`config.mk`:
```
export PLATFORM = sky130hd
export DESIGN_NAME = mpx_rx
export DESIGN_NICKNAME = d
export VERILOG_FILES = /design/src/rtl/mpx_rx.sv
export SDC_FILE = /design/constraint.sdc
export NUM_CORES = 1
export LEC_CHECK = 0
export CORE_MARGIN = 5
export CORE_UTILIZATION = 63
export CTS_CLUSTER_DIAMETER = 60
export DETAILED_ROUTE_END_ITERATION = 10
export DONT_BUFFER_PORTS = 1
export PLACE_DENSITY = 0.79
export SLEW_MARGIN = 20
export SYNTH_ARGS = -nofsm -noshare
export SYNTH_HDL_FRONTEND = slang
export SYNTH_SLANG_ARGS = --single-unit
```
`constraint.sdc`:
```
create_clock -name clk -period 1.8 [get_ports clk]
set_input_delay 0.27 -clock clk [delete_from_list [all_inputs] [get_ports clk]]
set_output_delay 0.27 -clock clk [all_outputs]
set_load 0.05 [all_outputs]
```
`src/rtl/mpx_rx.sv`:
```
module mpx_rx #(
  parameter int OSR  = 16,
  parameter int SYNC = 2
) (
  input  logic       clk,
  input  logic       rst_n,
  input  logic       tick,
  input  logic       rxd,
  input  logic       len9,
  input  logic       par_en,
  input  logic       par_odd,
  input  logic       wake_addr,
  input  logic       mute_wr,
  input  logic       mute_wdata,
  input  logic       rd,
  output logic [8:0] rx_data,
  output logic       rdy,
  output logic       idle,
  output logic       perr,
  output logic       ferr,
  output logic       ovr,
  output logic       muted,
  output logic       irq
);
  localparam int SCW = $clog2(OSR);
  localparam int ICW = $clog2(11 * OSR + 1);
  localparam int V0  = OSR / 2 - 1;
  localparam int V1  = OSR / 2;
  localparam int V2  = OSR / 2 + 1;

  typedef enum logic [1:0] {HUNT, START, DATA, STOP} st_t;

  st_t            st;
  logic [SYNC-1:0] sync;
  logic [SCW-1:0] sc;
  logic [3:0]     bitn;
  logic           v0, v1;
  logic [8:0]     sh;
  logic [ICW-1:0] icnt;

  wire            rxs  = sync[SYNC-1];
  wire            maj  = (v0 & v1) | (v0 & rxs) | (v1 & rxs);
  wire [3:0]      nb   = len9 ? 4'd9 : 4'd8;
  wire [ICW-1:0]  lim  = len9 ? ICW'(11 * OSR) : ICW'(10 * OSR);
  wire            at_v2 = tick && sc == SCW'(V2);
  wire            at_end = sc == SCW'(OSR - 1);

  wire            done    = at_v2 && st == STOP;
  wire            par_bad = par_en && ((^sh) != par_odd);
  wire            addr    = par_en ? sh[nb - 4'd2] : sh[nb - 4'd1];
  wire [8:0]      word    = par_en ? (sh & ~(9'd1 << (nb - 4'd1))) : sh;
  wire            wake_a  = done && muted && wake_addr && addr;
  wire            take    = done && (!muted || wake_a);
  wire            idle_ev = tick && st == HUNT && rxs && icnt == lim - ICW'(1);
  wire            wake_i  = idle_ev && muted && !wake_addr;

  assign irq = !muted && (rdy || ovr || idle);

  always_ff @(posedge clk or negedge rst_n)
    if (!rst_n) sync <= '1;
    else        sync <= {sync[SYNC-2:0], rxd};

  always_ff @(posedge clk or negedge rst_n) begin
    if (!rst_n) begin
      st <= HUNT; sc <= '0; bitn <= '0; v0 <= 1'b1; v1 <= 1'b1; sh <= '0;
    end else if (tick) begin
      if (st == HUNT) begin
        if (!rxs) begin
          st <= START; sc <= SCW'(1); bitn <= '0; sh <= '0;
        end
      end else begin
        sc <= at_end ? '0 : sc + SCW'(1);
        if (sc == SCW'(V0)) v0 <= rxs;
        if (sc == SCW'(V1)) v1 <= rxs;
        if (sc == SCW'(V2)) begin
          if (st == START && maj) st <= HUNT;
          if (st == DATA) sh[bitn] <= maj;
          if (st == STOP) st <= HUNT;
        end
        if (at_end) begin
          if (st == START) st <= DATA;
          else if (st == DATA) begin
            if (bitn == nb - 4'd1) st <= STOP;
            else bitn <= bitn + 4'd1;
          end
        end
      end
    end
  end

  always_ff @(posedge clk or negedge rst_n) begin
    if (!rst_n) icnt <= '0;
    else if (st != HUNT) icnt <= '0;
    else if (tick) begin
      if (!rxs) icnt <= '0;
      else if (icnt < lim) icnt <= icnt + ICW'(1);
    end
  end

  always_ff @(posedge clk or negedge rst_n) begin
    if (!rst_n) muted <= 1'b0;
    else if (mute_wr) muted <= mute_wdata;
    else if (wake_a || wake_i) muted <= 1'b0;
  end

  always_ff @(posedge clk or negedge rst_n) begin
    if (!rst_n) begin
      rdy <= 1'b0; ovr <= 1'b0; perr <= 1'b0; ferr <= 1'b0; idle <= 1'b0;
      rx_data <= '0;
    end else begin
      if (rd) begin
        rdy <= 1'b0; ovr <= 1'b0; perr <= 1'b0; ferr <= 1'b0; idle <= 1'b0;
      end
      if (take) begin
        if (rdy) ovr <= 1'b1;
        else begin
          rdy     <= 1'b1;
          rx_data <= word;
          perr    <= par_bad;
          ferr    <= !maj;
        end
      end
      if (idle_ev && !muted) idle <= 1'b1;
    end
  end
endmodule

```
==> metrics.txt <==
number of synthesized flops with an enable pin 0; max-cap violations 0; multiplexer share of the synthesized area 4.417%; CP Cell Sequence inv_1 -> ha_2 -> nor2b_4 -> o21ai_4 -> a21oi_4 -> or4_1 -> a21oi_1; nature of the critical path startpoint register; hold violation count in the final report 0; ANT nets after route 0; top area cells in the synthesized netlist dfrtp_1, nand2_1, o21ai_0; area share of fa/ha/maj cells after synthesis 4.705%; portion of the post-synthesis area used by sequential elements 44.36%; cts bufs inserted 5; count of buffers from port buffering 0; Setup Slack @ Placement 66.86 ps; proportion of netlist area held by the largest area contributor 40.33%; final-layout setup total negative slack 0 ps; initial antenna violation count 0; Syn-to-layout area delta 11.52%; clock insertion delay at the later pin of the skew report 300 ps; DR vias 1987; PD cells 1011 nW/µm²; clock transition at the register clock pins on the worst setup and hold paths after CTS 90 ps; number of H-tree levels 2; Async S/R FF share, synth 100.0%; largest net degree at the start of global routing 47; maximum clock frequency 0.5804 GHz; highest net fanout along the worst path 8; nets in the synthesized netlist 289; Setup CP Type reg2reg; Post-Synthesis Cell Area 2606 µm²; number of buffers between clock root and the deepest sink 2; 1st-iter DRT viols 151; Top Family by Delay on Critical Path simple AND/OR/NAND/NOR gates; RD Place Congestion 0.8742; biggest area consumer among synthesized cells dfrtp_1; worst endpoint data arrival time 1950 ps; final global-route overflow total 0; Final Net Count 305; largest clock skew in the final design 9.520 ps; routed length per placed instance 16.41 µm; count of antenna diodes in the layout 0; Pins Over Slew Limit 0; synthesized flop and latch total 46; via density per instance 5.931; critical path buffer and inverter count 1; Final WS setup 76.97 ps; full die area 5523 µm²; total number of clock tree sinks 46; core area 4000 µm²; share of the clock period used by the worst path after layout 95.72%; main combinational cell family by area after synthesis simple AND/OR/NAND/NOR gates; clock tree from TritonCTS yes; leakage power 1.317 nW; Peak VDD IR 0.7246 mV; prevailing post-synth register cell dfrtp_1; fraction of the mapped netlist area in compound gates 15.89%; Post-Synth XOR/XNOR Area 4.657%; post-synthesis share of cell area spent on and, or, nand and nor gates 22.08%; global-route wire length before repair 9846 µm; Die X 74.32 µm; setup repair after global routing missed its margin no; sum of net half-perimeters after detailed placement 3884 µm; Yosys Warn Count 0; cell chosen for the clock root clkbuf_8; Final Critical Period 1723 ps; number of non-filler instances in the completed layout 335; per-instance average area after synthesis 9.689 µm²; run status completed; boundary pin count 27; library cell with the highest instance count after synthesis nand2_1; overall track demand over capacity in global routing 23.13%; Die Height 74.32 µm; CP peak stage delay 490 ps; required time at the endpoint of the critical path 2030 ps; initial cell density of the core 65.15%; Total Wirelength 5499 µm; final setup violating endpoints 0; fraction of final layout cells with drive strength greater than 1 17.89%; # rows 23; Least-Margin Pin Slew 506.8 ps; count of distinct cell types in the synthesized netlist 55; element type at the critical path end register; remaining max-slew budget at the tightest pin 66.21%; ranking of synthesized cells by instance count nand2_1, dfrtp_1, o21ai_0, nand3_1, inv_1; vias in the first global route 2159; DRC violations left 0; path class of the lowest-slack min-delay path in2reg; post-synthesis cell count 269; placed cell count 324; slowest CP cell or4_1; drt first pass iters 4
## metal layers
layer  part of all wire, %  routed length [µm]  track usage [%]
met1                    42                2308            27.67
met2                    51                2802            39.27
met3                   4.2                 229            5.135
met4                   2.9                 159            11.66
met5                     0                   0                0
## repair_timing
action                                  4_1_cts  5_1_grt
buffers inserted                              0        1
hold buffers                                  3        0
endpoints found under the setup margin        0        4
gates resized for setup                       0        4
hold endpoints to repair                     47        0
## placed cells by master (no fill, tap or decap), types with 3 or more instances in the layout
master	netlist	final
and2_1	4	4
nor3_1	3	3
and3_1	4	4
ha_1	9	8
dfstp_2	4	4
a21boi_0	8	8
xor2_1	4	4
mux2_2	8	8
nand3_1	11	10
nor2_1	9	9
clkbuf_8	0	6
xnor2_1	8	8
nand4_1	4	4
inv_1	10	10
dfrtp_1	42	42
nor2b_1	4	4
or3_1	4	4
nand2_1	48	48
buf_4	0	16
o31ai_1	4	4
a21oi_1	8	8
a32o_1	3	3
a22o_1	3	3
o21ai_0	23	23
## path summary, 6_finish.rpt
check / to / slack (ps) / from / cells after the start
worst max-delay path: icnt[6]$_DFFE_PN0P_ / 80 / icnt[4]$_DFFE_PN0P_ / 7
worst min-delay path: muted$_DFFE_PN0P_ / 50 / mute_wr / 1
worst max register to register: icnt[6]$_DFFE_PN0P_ / 80 / icnt[4]$_DFFE_PN0P_ / 7
worst min register to register: sync[1]$_DFF_PN1_ / 360 / sync[0]$_DFF_PN1_ / 0
max in group asynchronous: v0$_DFFE_PN1P_ / 1090 / rst_n / 2
min in group asynchronous: sc[0]$_DFFE_PN0P_ / 460 / rst_n / 2
## cell type report
cell class	instances	area [µm²]
multi-input cells	203	1370
flip-flops and latches	46	1156
fillers	301	1094
repair buffers	19	167.7
clock buffers	6	82.58
well taps	50	62.56
inverters	10	37.54
clock inverters	1	30.03
## state kept, by name, summed over array words and instances, names as in the netlist, 2 cells and up
| name | cells |
|---|---|
| bitn | 4 |
| icnt | 8 |
| rx_data | 9 |
| sc | 4 |
| sh | 9 |
| st | 2 |
| sync | 2 |
## power by group
group | internal [W] | leakage [nW] | switching, W
Sequential | 0.00116 | 0.611 | 0.000175
Clock | 0.000444 | 0.0573 | 0.000340
Combinational | 0.000375 | 0.650 | 0.000446
## per-stage QoR
stage / instance area [µm²] / power, W / hold slack [ps] / util (%)
2_1_floorplan: 2606 / 0.001928 / -25.59 / -
6_report: 2907 / 0.002938 / 52.86 / 72.66
5_1_grt: 2907 / 0.003118 / 41.42 / 72.66
3_5_place_dp: 2718 / 0.002118 / -24.73 / 67.94
4_1_cts: 2878 / 0.002927 / 50.49 / 71.94
3_3_place_gp: 2718 / 0.002090 / -24.52 / 67.94
## cell families after synthesis
logic type               Yosys count
buffers and inverters             20
AND/OR/NAND/NOR                  110
multiplexers                      10
adder cells (fa/ha/maj)           10
AO/OA/AOI/OAI                     60
flip-flops                        46
XOR/XNOR                          13
(Power assumes the default switching activity.)
